--- config.mk ---
export PLATFORM = sky130hd
export DESIGN_NAME = i2c_reg_target
export DESIGN_NICKNAME = d
export VERILOG_FILES = /design/src/rtl/i2c_reg_target_pkg.sv /design/src/rtl/i2c_line_sync.sv /design/src/rtl/i2c_cond_detect.sv /design/src/rtl/i2c_target_ctrl.sv /design/src/rtl/i2c_reg_target.sv
export SDC_FILE = /design/constraint.sdc
export NUM_CORES = 1
export LEC_CHECK = 0
export BUFFER_PORTS_ARGS = -buffer_cell sky130_fd_sc_hd__buf_4
export CAP_MARGIN = 20
export CORE_UTILIZATION = 45
export CTS_BUF_LIST = sky130_fd_sc_hd__clkbuf_16
export CTS_CLUSTER_DIAMETER = 40
export DETAILED_ROUTE_END_ITERATION = 8
export PLACE_DENSITY = 0.65
export SYNTH_ARGS = -nofsm -noshare
export SYNTH_HDL_FRONTEND = slang
export SYNTH_SLANG_ARGS = --single-unit
--- constraint.sdc ---
create_clock -name clk -period 2.4 [get_ports clk]
set_clock_uncertainty 0.15 [all_clocks]
set_input_delay 0 -clock clk [delete_from_list [all_inputs] [get_ports clk]]
set_output_delay 0 -clock clk [all_outputs]
set_load 0.01 [all_outputs]
--- src/rtl/i2c_reg_target_pkg.sv ---
package i2c_reg_target_pkg;
  localparam int BYTE_W = 8;
  localparam int BIT_CNT_W = 4;

  typedef enum logic [3:0] {
    ST_IDLE,
    ST_ADDR,
    ST_ADDR_ACK,
    ST_SUB,
    ST_SUB_ACK,
    ST_WDATA,
    ST_WDATA_ACK,
    ST_RDATA,
    ST_RDATA_ACK,
    ST_IGNORE
  } tgt_state_t;
endpackage

--- src/rtl/i2c_line_sync.sv ---
module i2c_line_sync #(
  parameter int WIDTH  = 2,
  parameter int STAGES = 2
) (
  input  logic             clk,
  input  logic             rst,
  input  logic [WIDTH-1:0] din,
  output logic [WIDTH-1:0] dout
);
  logic [STAGES-1:0][WIDTH-1:0] chain;

  always_ff @(posedge clk) begin
    if (rst) chain[0] <= '1;
    else     chain[0] <= din;
  end

  generate
    for (genvar s = 1; s < STAGES; s++) begin : g_stage
      always_ff @(posedge clk) begin
        if (rst) chain[s] <= '1;
        else     chain[s] <= chain[s-1];
      end
    end
  endgenerate

  assign dout = chain[STAGES-1];
endmodule

--- src/rtl/i2c_cond_detect.sv ---
module i2c_cond_detect (
  input  logic clk,
  input  logic rst,
  input  logic scl_s,
  input  logic sda_s,
  output logic scl_rise,
  output logic scl_fall,
  output logic start_det,
  output logic stop_det
);
  logic scl_q, sda_q;

  always_ff @(posedge clk) begin
    if (rst) begin
      scl_q <= 1'b1;
      sda_q <= 1'b1;
    end else begin
      scl_q <= scl_s;
      sda_q <= sda_s;
    end
  end

  assign scl_rise  = scl_s & ~scl_q;
  assign scl_fall  = ~scl_s & scl_q;
  assign start_det = scl_s & scl_q & sda_q & ~sda_s;
  assign stop_det  = scl_s & scl_q & ~sda_q & sda_s;
endmodule

--- src/rtl/i2c_target_ctrl.sv ---
module i2c_target_ctrl
  import i2c_reg_target_pkg::*;
#(
  parameter int          ADDR_W      = 7,
  parameter int          SUB_W       = 8,
  parameter logic [6:0]  TARGET_ADDR = 7'h2A,
  parameter logic [7:0]  TX_PORT     = 8'h00,
  parameter logic [7:0]  RX_PORT     = 8'h01
) (
  input  logic              clk,
  input  logic              rst,
  input  logic              scl_rise,
  input  logic              scl_fall,
  input  logic              start_det,
  input  logic              stop_det,
  input  logic              sda_s,
  input  logic [BYTE_W-1:0] rdata,
  input  logic              tx_full,
  output logic              sda_oe,
  output logic [SUB_W-1:0]  sub_addr,
  output logic [BYTE_W-1:0] wdata,
  output logic              wr_stb,
  output logic              pop_stb
);
  localparam logic [BIT_CNT_W-1:0] BITS_FULL = BIT_CNT_W'(BYTE_W);
  localparam logic [BIT_CNT_W-1:0] LAST_OUT  = BIT_CNT_W'(BYTE_W - 1);

  tgt_state_t               state;
  logic [BYTE_W-1:0]        shreg;
  logic [BIT_CNT_W-1:0]     bitcnt;
  logic                     rd_mode;
  logic                     refuse;
  logic                     host_ack;

  logic addr_hit;
  logic tx_blocked;
  logic rx_sel;

  assign addr_hit   = (shreg[BYTE_W-1 -: ADDR_W] == TARGET_ADDR);
  assign tx_blocked = (sub_addr == SUB_W'(TX_PORT)) && tx_full;
  assign rx_sel     = (sub_addr == SUB_W'(RX_PORT));

  always_ff @(posedge clk) begin
    if (rst) begin
      state    <= ST_IDLE;
      shreg    <= '0;
      bitcnt   <= '0;
      rd_mode  <= 1'b0;
      refuse   <= 1'b0;
      host_ack <= 1'b0;
      sda_oe   <= 1'b0;
      sub_addr <= '0;
      wdata    <= '0;
      wr_stb   <= 1'b0;
      pop_stb  <= 1'b0;
    end else begin
      wr_stb  <= 1'b0;
      pop_stb <= 1'b0;
      if (start_det) begin
        state  <= ST_ADDR;
        bitcnt <= '0;
        sda_oe <= 1'b0;
      end else if (stop_det) begin
        state  <= ST_IDLE;
        sda_oe <= 1'b0;
      end else begin
        unique case (state)
          ST_ADDR, ST_SUB, ST_WDATA: begin
            if (scl_rise && bitcnt != BITS_FULL) begin
              shreg  <= {shreg[BYTE_W-2:0], sda_s};
              bitcnt <= bitcnt + 1'b1;
            end else if (scl_fall && bitcnt == BITS_FULL) begin
              bitcnt <= '0;
              if (state == ST_ADDR) begin
                if (addr_hit) begin
                  sda_oe  <= 1'b1;
                  rd_mode <= shreg[0];
                  state   <= ST_ADDR_ACK;
                end else begin
                  state   <= ST_IGNORE;
                end
              end else if (state == ST_SUB) begin
                sub_addr <= shreg[SUB_W-1:0];
                sda_oe   <= 1'b1;
                state    <= ST_SUB_ACK;
              end else begin
                if (tx_blocked) begin
                  refuse <= 1'b1;
                end else begin
                  refuse <= 1'b0;
                  wdata  <= shreg;
                  sda_oe <= 1'b1;
                end
                state <= ST_WDATA_ACK;
              end
            end
          end
          ST_ADDR_ACK: begin
            if (scl_fall) begin
              if (rd_mode) begin
                shreg   <= rdata;
                sda_oe  <= ~rdata[BYTE_W-1];
                bitcnt  <= '0;
                pop_stb <= rx_sel;
                state   <= ST_RDATA;
              end else begin
                sda_oe  <= 1'b0;
                state   <= ST_SUB;
              end
            end
          end
          ST_SUB_ACK: begin
            if (scl_fall) begin
              sda_oe <= 1'b0;
              state  <= ST_WDATA;
            end
          end
          ST_WDATA_ACK: begin
            if (scl_fall) begin
              sda_oe <= 1'b0;
              wr_stb <= ~refuse;
              state  <= ST_WDATA;
            end
          end
          ST_RDATA: begin
            if (scl_fall) begin
              if (bitcnt == LAST_OUT) begin
                sda_oe <= 1'b0;
                state  <= ST_RDATA_ACK;
              end else begin
                shreg  <= {shreg[BYTE_W-2:0], 1'b0};
                sda_oe <= ~shreg[BYTE_W-2];
                bitcnt <= bitcnt + 1'b1;
              end
            end
          end
          ST_RDATA_ACK: begin
            if (scl_rise) begin
              host_ack <= ~sda_s;
            end else if (scl_fall) begin
              if (host_ack) begin
                shreg   <= rdata;
                sda_oe  <= ~rdata[BYTE_W-1];
                bitcnt  <= '0;
                pop_stb <= rx_sel;
                state   <= ST_RDATA;
              end else begin
                state   <= ST_IGNORE;
              end
            end
          end
          default: ;
        endcase
      end
    end
  end
endmodule

--- src/rtl/i2c_reg_target.sv ---
module i2c_reg_target
  import i2c_reg_target_pkg::*;
#(
  parameter int         SYNC_STAGES = 2,
  parameter int         SUB_W       = 8,
  parameter logic [6:0] TARGET_ADDR = 7'h2A,
  parameter logic [7:0] TX_PORT     = 8'h00,
  parameter logic [7:0] RX_PORT     = 8'h01
) (
  input  logic             clk,
  input  logic             rst,
  input  logic             scl_i,
  input  logic             sda_i,
  output logic             sda_oe_o,
  output logic [SUB_W-1:0] reg_sub_o,
  output logic [7:0]       reg_wdata_o,
  output logic             reg_wr_o,
  input  logic [7:0]       reg_rdata_i,
  input  logic             tx_full_i,
  output logic             rx_pop_o
);
  logic [1:0] lines_s;
  logic scl_rise, scl_fall, start_det, stop_det;

  i2c_line_sync #(.WIDTH(2), .STAGES(SYNC_STAGES)) u_sync (
    .clk  (clk),
    .rst  (rst),
    .din  ({scl_i, sda_i}),
    .dout (lines_s)
  );

  i2c_cond_detect u_cond (
    .clk       (clk),
    .rst       (rst),
    .scl_s     (lines_s[1]),
    .sda_s     (lines_s[0]),
    .scl_rise  (scl_rise),
    .scl_fall  (scl_fall),
    .start_det (start_det),
    .stop_det  (stop_det)
  );

  i2c_target_ctrl #(
    .ADDR_W      (7),
    .SUB_W       (SUB_W),
    .TARGET_ADDR (TARGET_ADDR),
    .TX_PORT     (TX_PORT),
    .RX_PORT     (RX_PORT)
  ) u_ctrl (
    .clk       (clk),
    .rst       (rst),
    .scl_rise  (scl_rise),
    .scl_fall  (scl_fall),
    .start_det (start_det),
    .stop_det  (stop_det),
    .sda_s     (lines_s[0]),
    .rdata     (reg_rdata_i),
    .tx_full   (tx_full_i),
    .sda_oe    (sda_oe_o),
    .sub_addr  (reg_sub_o),
    .wdata     (reg_wdata_o),
    .wr_stb    (reg_wr_o),
    .pop_stb   (rx_pop_o)
  );
endmodule

==> results by stage, run 1 <==
Clocking:
- TritonCTS built the clock tree.
- The number of sinks driven by the clock tree is 44.
- After clock tree synthesis, the clock-pin slew on the worst setup and hold paths is 0.06 ns.
- The maximum root-to-sink buffer count is 2.
- The number of clock buffers added by TritonCTS is 5.
- CTS placed an instance of sky130_fd_sc_hd__clkbuf_16 at the clock tree root.
- The clock latency on the worst-skew pair is 0.28 ns.
- The CTS H-tree depth is 2.
- The number of setup buffers added after CTS is 0.

Setup path:
- STA classifies the critical path endpoint as a flip-flop.
- The critical path data required time is about 2.5 ns.
- The worst register-to-register path ends at u_ctrl.shreg[3].
- The setup slack on the worst flop-to-flop path is 0.16 ns.
- The kind of launch point of the worst setup path is a flip-flop.
- The number of cells on the worst reg-to-reg path is 6.
- The critical path arrival is 2.30 ns.
- The maximum fanout count along the critical path is 19.
- The startpoint of the most critical register-to-register path is u_ctrl.state[1].
- The startpoint-to-endpoint class of the critical path is reg2reg.

Cells and area:
- Of the cells placed in the final design, the portion with a size suffix greater than 1 is 26.6%.
- The synthesis-to-finish area growth is 32.2%.
- Leaving out fill and tap cells, the most frequent cells in the layout are sky130_fd_sc_hd__buf_4 (60), sky130_fd_sc_hd__dfxtp_1 (43), sky130_fd_sc_hd__nor2_1 (29).
- Summing all non-filler instances in the final layout gives an area of 3040 um^2.
- The most common cell after layout, fill and taps aside is sky130_fd_sc_hd__buf_4.
- The net total in the final layout is 341.
- The antenna cell count is 0.

Drt:
- In the routed design, unresolved DRC markers number 0.
- After detailed routing, the number of vias per cell comes to about 5.5.
- The first routing iteration left 242 violations.
- The count of nets left with antenna violations once routing finished came out at 0.
- The total routed wirelength is roughly 5.7 mm.
- After detailed routing, the average wire length per cell comes to 14.5 um.
- The total via count after detailed routing is 2159.
- The pre-antenna-repair detailed-routing pass consisted of 4 iterations.

Yosys:
- In this run, synthesis inferred 0 flip-flops with an integrated enable.
- Synthesis produced a netlist with a net count of approximately 280.
- Synthesis inferred 44 register bits.
- Yosys printed 0 warnings.
- A synthesized cell averages 8.74 um^2.
- The fraction of registers with async set/reset is 0%.
- After technology mapping, the gate count stands at 263.
- The prevailing post-synth register cell is sky130_fd_sc_hd__dfxtp_1.
- The synthesized netlist contains 57 unique library cells.
- Of the synthesized area, sequential elements account for 38.3%.
- The cell area that synthesis handed to floorplanning was 2300 um^2.

Floorplan:
- The initial utilization of the core area, before any placement, comes to 47.7%.
- The area enclosed by the die boundary is 5400 um^2.
- The core footprint is between 4000 and 5000 um^2.
- The die is roughly 73 um wide.
- In this run the vertical extent of the chip is 73.5 um.
- After floorplanning, the core was divided into 25 placement rows.
- The top-level port count is 32.

Hold path:
- Counting instances, the worst hold path has a depth of 4.
- The worst hold path startpoint is reg_rdata_i[4].
- The path type of the worst min-delay path is in2reg.
- The worst min-delay path endpoint is u_ctrl.shreg[4].

Timing:
- In this run the tightest slew margin relative to its limit is 67.4%.
- The number of slew-limit violations in the final report came to 0.
- The count of final hold-check violations was 0.
- Setup repair after global routing left no endpoint under its margin.
- The post-route setup TNS is 0 ns.
- Dividing the final minimum period by the clock period gives 93.2%.
- The achievable frequency is 0.447 GHz.
- At the pin with the least slew margin, the transition time is 0.488 ns.
- The clock period could shrink to 2.24 ns.
- The number of setup violations in the final report is 0.

Place:
- The routability congestion estimate from global placement is 0.890.
- The number of buffers added on ports is 31.
- The instance area after placement is 2830 um^2.
- The wire-length estimate of the detail-placed layout is roughly 4.2 mm.

Global route:
- The global-route usage over all layers is 23.1%.
- The via count of the first global-routing pass is slightly above 2000.
- The total overflow left after global routing is 0.
- The largest net degree at the start of global routing is 40.
- Global routing consumed, on the met1 layer, 33.3% of the routing resources.
- The number of antenna violations at the first check in global routing was 0.
- The wire length of the first global-routing pass is 9.52 mm.
- The fraction of met2 tracks used by global routing is around 34%.
- The met3 track utilization from global routing is 3.84%.
- The global-route layer with the greatest usage is met2.

Flow run:
- Across the run, the number of max-cap violations was 0.

Power:
- The worst-case IR drop observed on VDD is ~0.53 mV.
- For this design the ratio of total power to cell area is 503 nW/um^2.
- In this run the static leakage power is 1.23 nW.

Run status:
- The run finished with clean final reports.
-- cells in the mapped netlist (3+ instances only) --
| cell | number | area, um^2 |
|---|---|---|
| sky130_fd_sc_hd__nand3b_1 | 4 | 30.0 |
| sky130_fd_sc_hd__nor2_1 | 29 | 109 |
| sky130_fd_sc_hd__nand3_1 | 6 | 30.0 |
| sky130_fd_sc_hd__or3_1 | 7 | 43.8 |
| sky130_fd_sc_hd__dfxtp_1 | 44 | 881 |
| sky130_fd_sc_hd__clkbuf_1 | 6 | 22.5 |
| sky130_fd_sc_hd__nand2b_1 | 8 | 50.1 |
| sky130_fd_sc_hd__nand4_1 | 3 | 18.8 |
| sky130_fd_sc_hd__a211oi_1 | 3 | 22.5 |
| sky130_fd_sc_hd__nor2b_1 | 5 | 31.3 |
| sky130_fd_sc_hd__or2_2 | 8 | 50.1 |
| sky130_fd_sc_hd__nand2_1 | 10 | 37.5 |
| sky130_fd_sc_hd__o21ai_0 | 11 | 55.1 |
| sky130_fd_sc_hd__nand4b_1 | 3 | 26.3 |
| sky130_fd_sc_hd__nor3_1 | 4 | 20.0 |
| sky130_fd_sc_hd__buf_2 | 6 | 30.0 |
| sky130_fd_sc_hd__mux2i_1 | 25 | 250 |
| sky130_fd_sc_hd__a21oi_1 | 24 | 120 |
| sky130_fd_sc_hd__inv_1 | 5 | 18.8 |
-- kinds of logic (layout without fill, tap and decap cells) --
logic type                 after synthesis  after routing  synth area share [%]
AOI/OAI and AO/OA                       62             62                  17.4
buffers and inverters                   20             84                  4.03
DFF                                     44             44                  38.3
muxes                                   26             26                  11.4
and+or+nand+nor                        106            106                  26.6
adders and majority gates                2              2                  1.09
xor gates and xnor gates                 3              3                  1.14
-- worst max path at each step --
stage               slack (ns)               end            start
floorplan                 0.25  u_ctrl.bitcnt[3]  u_ctrl.state[1]
global placement          0.18   u_ctrl.shreg[2]  u_ctrl.state[1]
detailed placement         0.1   u_ctrl.shreg[2]  u_ctrl.state[1]
CTS                       0.08   u_ctrl.shreg[2]  u_ctrl.state[1]
global route              0.02   u_ctrl.state[0]  u_ctrl.shreg[4]
finish                    0.16   u_ctrl.shreg[3]  u_ctrl.state[1]
-- repair_timing --
| item | 4_1_cts | 5_1_grt |
|---|---|---|
| gates resized for setup | 0 | 2 |
| endpoints found under the hold margin | 24 | 0 |
| endpoints found under the setup margin | 0 | 2 |
| hold buffers | 7 | 0 |
-- metrics by stage --
step | util (%) | hold WS, ns | power [mW] | setup slack [ns] | cells
floorplan | - | -0.0462 | 0.822 | 0.250 | 263
global placement | 58.6 | 0.0379 | 0.880 | 0.176 | 379
detailed placement | 58.6 | 0.0382 | 0.880 | 0.0983 | 379
CTS | 63.0 | 0.00429 | 1.54 | 0.0792 | 394
global route | 63.1 | 0.0220 | 1.59 | 0.0206 | 394
finish | 63.1 | 0.000827 | 1.53 | 0.163 | 394
-- metal layers --
metal / vias to the layer above / part of all wire [%]
li1: 1082 / -
met1: 1007 / 50
met2: 57 / 44
met3: 13 / 3.9
met4: 0 / 2.3
met5: - / 0
-- cell type report --
cell class,count,area [um^2]
Fill cell,439,1780
Clock inverter,3,15.0
Clock buffer,5,125
Timing Repair Buffer,70,581
Multi-Input combinational cell,199,1330
Tap cell,67,83.8
Sequential cell,44,882
Inverter,6,25.0
-- critical path, cell delays in order (launching register included) --
cell	delay [ns]
sky130_fd_sc_hd__dfxtp_2	0.39
sky130_fd_sc_hd__inv_4	0.07
sky130_fd_sc_hd__or4_4	0.53
sky130_fd_sc_hd__a311o_1	0.37
sky130_fd_sc_hd__buf_12	0.16
sky130_fd_sc_hd__or3_1	0.35
sky130_fd_sc_hd__a21oi_1	0.15
-- sequential cells by signal, summed over array words and instances (netlist names) --
register         cells
u_cond.scl_q         1
u_cond.sda_q         1
u_ctrl.bitcnt        4
u_ctrl.host_ack      1
u_ctrl.pop_stb       1
u_ctrl.rd_mode       1
u_ctrl.refuse        1
u_ctrl.sda_oe        1
u_ctrl.shreg         8
u_ctrl.state         4
u_ctrl.sub_addr      8
u_ctrl.wdata         8
u_ctrl.wr_stb        1
u_sync.chain         2
u_sync.dout          2
-- report_power, final --
part	switching (mW)	internal, mW
clock	0.275	0.378
sequential	0.00959	0.738
combinational	0.0628	0.0651
(Power assumes the default switching activity.)
==> inputs of run 2 (changes only) <==
--- a/config.mk
+++ b/config.mk
@@ -7,11 +7,10 @@
 export LEC_CHECK = 0
 export BUFFER_PORTS_ARGS = -buffer_cell sky130_fd_sc_hd__buf_4
 export CAP_MARGIN = 20
-export CORE_UTILIZATION = 45
+export CORE_UTILIZATION = 30
 export CTS_BUF_LIST = sky130_fd_sc_hd__clkbuf_16
 export CTS_CLUSTER_DIAMETER = 40
 export DETAILED_ROUTE_END_ITERATION = 8
-export PLACE_DENSITY = 0.65
 export SYNTH_ARGS = -nofsm -noshare
 export SYNTH_HDL_FRONTEND = slang
 export SYNTH_SLANG_ARGS = --single-unit
==> constraint.sdc (replaced) <==
create_clock -name clk -period 2 [get_ports clk]
set_clock_uncertainty 0.15 [all_clocks]
set_input_delay 0 -clock clk [delete_from_list [all_inputs] [get_ports clk]]
set_output_delay 0 -clock clk [all_outputs]
set_load 0.01 [all_outputs]
==> run 2 against run 1 <==
The run now ends with hold timing, setup timing left. Flip-flop and latch count is the same. First-iteration DRC count shrank 33%. Die area grew 48%. Maximum frequency grew 7.1%. Power grew 33%. Hold slack lost 0.0047 ns. Critical path type unchanged.
==> results by stage, run 2 (synthesis results as in run 1) <==
Timing:
- Setup repair after global routing could not meet its margin everywhere.
- Dividing the final minimum period by the clock period gives 104%.
- The worst slew margin relative to its limit is 52.6%.
- The achievable frequency is 0.478 GHz.
- The number of setup violations in the final report is 13.
- Setup slack on the critical path of the routed design comes to -0.0900 ns.
- The count of final hold-check violations is 1.
- For the pin with the worst max-slew slack, the measured transition is 0.709 ns.
- The worst hold slack across all endpoints is -0.00389 ns.
- The routed design could run at a clock period as short as about 2.1 ns.
- The number of slew-limit violations in the final report is 0.

Setup path:
- The largest single stage delay on the critical path is 0.41 ns.
- Data on the critical path is required at its endpoint by 2.07 ns.
- STA classifies the critical path startpoint as a flip-flop.
- STA classifies the critical path endpoint as a flip-flop.
- The most numerous cell type found on the critical path is sky130_fd_sc_hd__buf_6.
- The signal on the critical path passes through buf_6 -> buf_6 -> nor3b_4 -> a41oi_2 -> a311o_1 -> buf_6 -> or3_4 -> a21oi_2.
- The startpoint-to-endpoint class of the critical path is reg2reg.
- The critical path's slowest cell is sky130_fd_sc_hd__a311o_1.
- The maximum fanout count along the critical path is 7.
- The critical path arrival is 2.16 ns.

Power:
- The worst ir drop on vdd is 0.402 mV.
- The power consumption is 2.04 mW.
- The areal power density over the cells is 564 nW/um^2.
- The leakage component of the power is 1.46 nW.

Cells and area:
- The most common cell after layout, fill and taps aside is sky130_fd_sc_hd__buf_4.
- The largest registers in the layout are u_ctrl.shreg (8), u_ctrl.sub_addr (8), u_ctrl.wdata (8).
- The share of cells above drive strength 1 is 45.7%.
- The number of antenna diodes in the final layout is 0.
- After routing the design area is 3610 um^2.
- The top cell types in the final layout, fill and taps aside, are sky130_fd_sc_hd__buf_4 (83), sky130_fd_sc_hd__dfxtp_1 (38), sky130_fd_sc_hd__nor2_1 (28).
- From synthesis to final layout, the design area changed by 57.1%.
- The net total in the final layout is between 300 and 400.

Hold path:
- The path type of the worst min-delay path is in2reg.

Clocking:
- The clock reaches the later pin of the worst-skew pair after 0.28 ns.
- The total CTS buffers is 5.
- The number of sinks driven by the clock tree is 44.
- The clock root buffer is sky130_fd_sc_hd__clkbuf_16.
- TritonCTS built the clock tree.
- The H-tree was split into 2 levels.
- The clock passes through at most 2 buffers.
- The clock edge transition at the registers on the reported setup and hold paths is 0.07 ns.

Run status:
- The final reports fail on hold timing, setup timing.
- The flow ran to the end, but the final reports show violations.

Floorplan:
- After floorplanning, the core was divided into 31 placement rows.
- The overall die height is 89.5 um.
- The core footprint is 7330 um^2.
- The floorplan step set the die width to 89.5 um.
- The floorplan step defined a die boundary enclosing 8020 um^2.
- 32 I/O pins were placed.
- The initial utilization of the core area, before any placement, comes to 31.4%.

Global route:
- The total congestion overflow is 0.
- The number of antenna violations at the first check in global routing is 0.
- The global routing stage identified its most utilized layer as met2.
- Across every metal layer, demand over resource in global routing totals 17.5%.
- The met1 capacity usage during global routing is 25.0%.
- The via count of the first global-routing pass is 2194.
- The first global-routing pass estimated approximately 11 mm of wire.
- The met3 track utilization from global routing is roughly 3.3%.
- The fraction of met2 tracks used by global routing is a little over a quarter.
- Entering global routing, the biggest net connects 25 pins.

Drt:
- The post-detailed-route DRC marker count is 0.
- The count of nets left with antenna violations once routing finished came out at 0.
- After detailed routing, the average wire length per cell comes to ~15 um.
- The pre-antenna-repair detailed-routing pass consisted of 4 iterations.
- The total routed wirelength is 7.03 mm.
- The per-cell via count in the routed design is 5.13.
- The routed layout has 2348 vias.
- After the first detailed-routing iteration, the DRC count stood at between 150 and 200.

Place:
- The instance area after placement is 3020 um^2.
- Buffers placed on the I/O ports in this run total 31.
- The congestion estimate from routability-driven global placement came to around 0.90.
- The estimated wirelength of the detail-placed design is 4.64 mm.
- The post-place setup slack is -0.143 ns.

Flow run:
- The tool flagged a number of max-cap violations equal to 0.
[run 2: repair_timing]
item	CTS	global route
cloned	2	0
gates resized for setup	30	37
pin swaps	6	16
setup endpoints to repair	24	35
setup buffers	6	5
endpoints found under the hold margin	19	0
hold buffers	5	0
[run 2: metal layers]
metal | vias to the layer above | part of all wire, %
li1 | 1152 | -
met2 | 66 | 47
met1 | 1125 | 48
met4 | 0 | 0.98
met5 | - | 0
met3 | 5 | 4.3
[run 2: power by group]
| part | leakage, nW | switching, mW | internal (mW) | total (mW) |
|---|---|---|---|---|
| sequential | 0.360 | 0.00941 | 0.881 | 0.891 |
| clock | 0.0804 | 0.365 | 0.594 | 0.959 |
| combinational | 1.02 | 0.0974 | 0.0886 | 0.186 |
| total | 1.46 | 0.472 | 1.56 | 2.04 |
[run 2: cell type report]
cell class / instances / area, um^2
fill: 686 / 3720
multi-input combinational: 199 / 1560
sequential: 44 / 896
timing repair buffer: 102 / 831
clock buffer: 5 / 125
tap: 99 / 124
clock inverter: 3 / 46.3
inverter: 6 / 25.0
[run 2: path summary, 6_finish.rpt]
path                                         to  slack, ns  cells after the start            start
worst max-delay path            u_ctrl.shreg[4]      -0.09                      8  u_ctrl.state[1]
worst min register to register   u_sync.dout[0]       0.27                      1  u_sync.chain[0]
worst max register to register  u_ctrl.shreg[4]      -0.09                      8  u_ctrl.state[1]
worst min-delay path            u_ctrl.shreg[2]     -0.004                      4   reg_rdata_i[2]
[run 2: worst max-delay path, delay by kind of cell (launching register included)]
family	cells	cell delay (ns)
AO/OA/AOI/OAI	3	0.61
buffers and inverters	3	0.40
flip-flops	1	0.36
AND/OR/NAND/NOR	2	0.50
[run 2: per-stage QoR]
| stage | TNS [ns] | instances | utilization, % | hold WS [ns] |
|---|---|---|---|---|
| 2_1_floorplan | -0.340 | 263 | - | -0.0462 |
| 3_3_place_gp | -1.63 | 433 | 41.2 | 0.0373 |
| 3_5_place_dp | -1.19 | 433 | 41.2 | 0.0431 |
| 4_1_cts | -0.529 | 454 | 46.4 | 0.00228 |
| 5_1_grt | -3.12 | 458 | 49.3 | 0.0265 |
| 6_report | -0.564 | 458 | 49.3 | -0.00389 |
==> inputs of run 3 (changes only) <==
--- a/config.mk
+++ b/config.mk
@@ -11,6 +11,7 @@
 export CTS_BUF_LIST = sky130_fd_sc_hd__clkbuf_16
 export CTS_CLUSTER_DIAMETER = 40
 export DETAILED_ROUTE_END_ITERATION = 8
+export SETUP_SLACK_MARGIN = 0.1
 export SYNTH_ARGS = -nofsm -noshare
 export SYNTH_HDL_FRONTEND = slang
 export SYNTH_SLANG_ARGS = --single-unit
==> run 3 against run 2 <==
The run ends with setup timing left. Via count up 2.2%. Setup slack worse by 0.069 ns. Clock power down 19%. First-iteration DRC count down 31%. Design area up 1.3%. Maximum frequency down 3.2%. Largest cell class unchanged. Highest routed layer unchanged.
==> results by stage, run 3 (synthesis results as in run 1) <==
Clocking:
- The CTS tree is done.
- For this design, the sink count on the clock tree is 44.
- At the later pin of the worst-skew pair, clock insertion delay measures roughly 0.28 ns.
- The clock root buffer is sky130_fd_sc_hd__clkbuf_16.
- Counting along the longest clock path gives a buffer depth of 2.
- The clock edge transition at the registers on the reported setup and hold paths is roughly 0.060 ns.
- The clock tree synthesis step divided the H-tree into 2 levels.
- The total CTS buffers is 5.

Drt:
- The routed design has approximately 7 mm of wire.
- In the final routed layout, each cell accounts on average for 15.2 um.
- The first-pass iteration count of the detailed router is 4.
- The antenna violation net count after detailed routing is 0.
- The detailed router finished its first iteration with around 110 violations.
- For this block, the via count after detailed routing is 2400.
- Using the TritonRoute via totals, the vias-per-cell ratio works out to 5.14.
- The post-detailed-route DRC marker count is 0.

Setup path:
- For the worst setup path, the data required time is 2.07 ns.
- Along the worst path, the maximum fanout reaches 7.
- STA classifies the critical path startpoint as a flip-flop.
- The critical path endpoint category is a flip-flop.
- Counting buffers and inverters, the worst setup path is 6 cells deep.
- For the worst flop-to-flop path, the logic depth is 6.
- Counting both buffers and inverters, the worst setup path holds a total of 2.
- The critical path arrival is 2.23 ns.
- The maximum single-stage delay on the critical path is 0.48 ns.
- The critical path's slowest cell is sky130_fd_sc_hd__or4_4.
- By startpoint and endpoint, the worst setup path is classified as reg2reg.
- The signal on the critical path passes through inv_4 -> or4_4 -> a311o_1 -> buf_6 -> or3_1 -> a21oi_2.
- On the critical path the largest part of the delay comes from simple AND/OR/NAND/NOR gates.

Floorplan:
- The area enclosed by the die boundary is ~8000 um^2.
- The number of standard-cell rows in the floorplan is 31.
- The top-level port count is 32.
- The overall die height is 89.5 um.
- The floorplan step set the die width to 89.5 um.
- The starting utilization of the core area is 31.4%.
- The core footprint is approximately 7300 um^2.

Timing:
- The count of final hold-check violations is 0.
- For the pin with the worst max-slew slack, the measured transition is 0.554 ns.
- For this run, the top clock speed supported by timing is 0.463 GHz.
- Setup repair after global routing could not meet its margin everywhere.
- The worst slew margin relative to its limit is between 60 and 70%.
- The final period demand of the worst path is about 2.2 ns.
- The number of slew-limit violations in the final report is 0.
- Across all setup checks in the final design, the least slack found is -0.159 ns.
- The share of the clock period used by the worst path is 108%.
- The number of setup violations in the final report is 12.

Cells and area:
- The net total in the final layout is roughly 380.
- The layout has ~650 filler cells.
- In the final layout, the registers with the most flip-flops are u_ctrl.shreg (8), u_ctrl.sub_addr (8), u_ctrl.wdata (8).
- After routing the design area is 3660 um^2.
- Leaving out fill and tap cells, the most frequent cell in the layout is sky130_fd_sc_hd__buf_4.
- The library cells used most frequently in the layout, excluding fill and tap cells, are sky130_fd_sc_hd__buf_4 (94), sky130_fd_sc_hd__dfxtp_1 (35), sky130_fd_sc_hd__nor2_1 (27).
- The antenna cell count is 0.
- The post-route netlist has 47.8% of its cells at a drive strength greater than 1.
- The synthesis-to-finish area growth is 59.2%.

Global route:
- In the global route stage, overall resource usage came out at 17.3%.
- Summed over all layers, the global routing overflow is 0.
- The wire length of the first global-routing pass is 10.4 mm.
- The largest net degree at the start of global routing is 40.
- The via count of the first global-routing pass is 2124.
- The number of antenna violations at the first check in global routing is 0.

Power:
- IR analysis of the VDD net gives a maximum drop of 0.381 mV.
- The areal power density over the cells is 508 nW/um^2.
- The leakage component of the power is 1.51 nW.

Place:
- After legalization and detailed placement, the total HPWL measured 4.75 mm.
- After detailed placement, the total cell area comes to 3010 um^2.
- Port buffering added 31 buffers.
- The routability congestion estimate from global placement is 0.873.
- Prior to clock tree synthesis, the placed netlist has a worst setup slack of -0.178 ns.

Hold path:
- The path type of the worst min-delay path is in2reg.
- The worst hold path was traced through 4 stages.

Flow run:
- The tool flagged a number of max-cap violations equal to 0.

Run status:
- The flow ran to the end, but the final reports show violations.
- The final reports fail on setup timing.
==> run 3: cell count changes in the layout (fill, tap and decap cells not counted), sizes merged <==
cell and change:
buf +10, bufinv -1, clkinv +1, clkinvlp -1
==> run 3: final cells by class <==
cell class | instances | area, um^2 | area share (%)
Clock buffer | 5 | 125 | 3.42
Inverter | 6 | 27.5 | 0.752
Multi-Input combinational cell | 199 | 1560 | 42.7
Sequential cell | 44 | 900 | 24.6
Tap cell | 99 | 124 | 3.39
Clock inverter | 2 | 8.76 | 0.239
Timing Repair Buffer | 112 | 911 | 24.9
==> run 3: metal layers <==
metal | global-route usage (%) | wire [um]
met1 | 23.9 | 3370
met2 | 27.1 | 3280
met3 | 3.23 | 301
met4 | 5.92 | 175
met5 | 0 | 0
==> run 3: what timing repair did <==
action / 4_1_cts / 5_1_grt
resized for setup: 34 / 35
endpoints found under the setup margin: 27 / 33
hold endpoints to repair: 19 / 0
pin swaps: 20 / 13
cloned: 1 / 1
buffers inserted: 9 / 11
hold buffers: 5 / 0
==> run 3: worst paths after layout <==
kind / start / endpoint / slack, ns
max: u_ctrl.state[1] / u_ctrl.shreg[5] / -0.16
min: reg_rdata_i[7] / u_ctrl.shreg[7] / 0.02
min reg2reg: u_sync.chain[1] / u_sync.dout[1] / 0.26
max reg2reg: u_ctrl.state[1] / u_ctrl.shreg[5] / -0.16
==> run 3: power breakdown <==
part	switching [mW]	total (mW)	leakage (nW)	internal [mW]
logic	0.0999	0.193	1.08	0.0935
registers	0.0105	0.893	0.360	0.882
clock network	0.325	0.774	0.0709	0.449
==> run 3: worst register-to-register path: stages (launching register included) <==
cell and delay (ns):
sky130_fd_sc_hd__dfxtp_4 0.40, sky130_fd_sc_hd__inv_4 0.04, sky130_fd_sc_hd__or4_4 0.48, sky130_fd_sc_hd__a311o_1 0.41, sky130_fd_sc_hd__buf_6 0.17, sky130_fd_sc_hd__or3_1 0.33, sky130_fd_sc_hd__a21oi_2 0.13
==> run 3: through the flow <==
stage               util (%)  setup TNS [ns]  hold slack (ns)  instances  power (mW)
CTS                     46.4          -0.755           0.0103        455        1.84
global route            49.9           -2.19           0.0315        467        1.93
floorplan                  -          -0.340          -0.0462        263       0.990
detailed placement      41.1           -2.85           0.0379        433        1.06
global placement        41.1           -2.09           0.0353        433        1.06
finish                  49.9           -1.30           0.0204        467        1.86
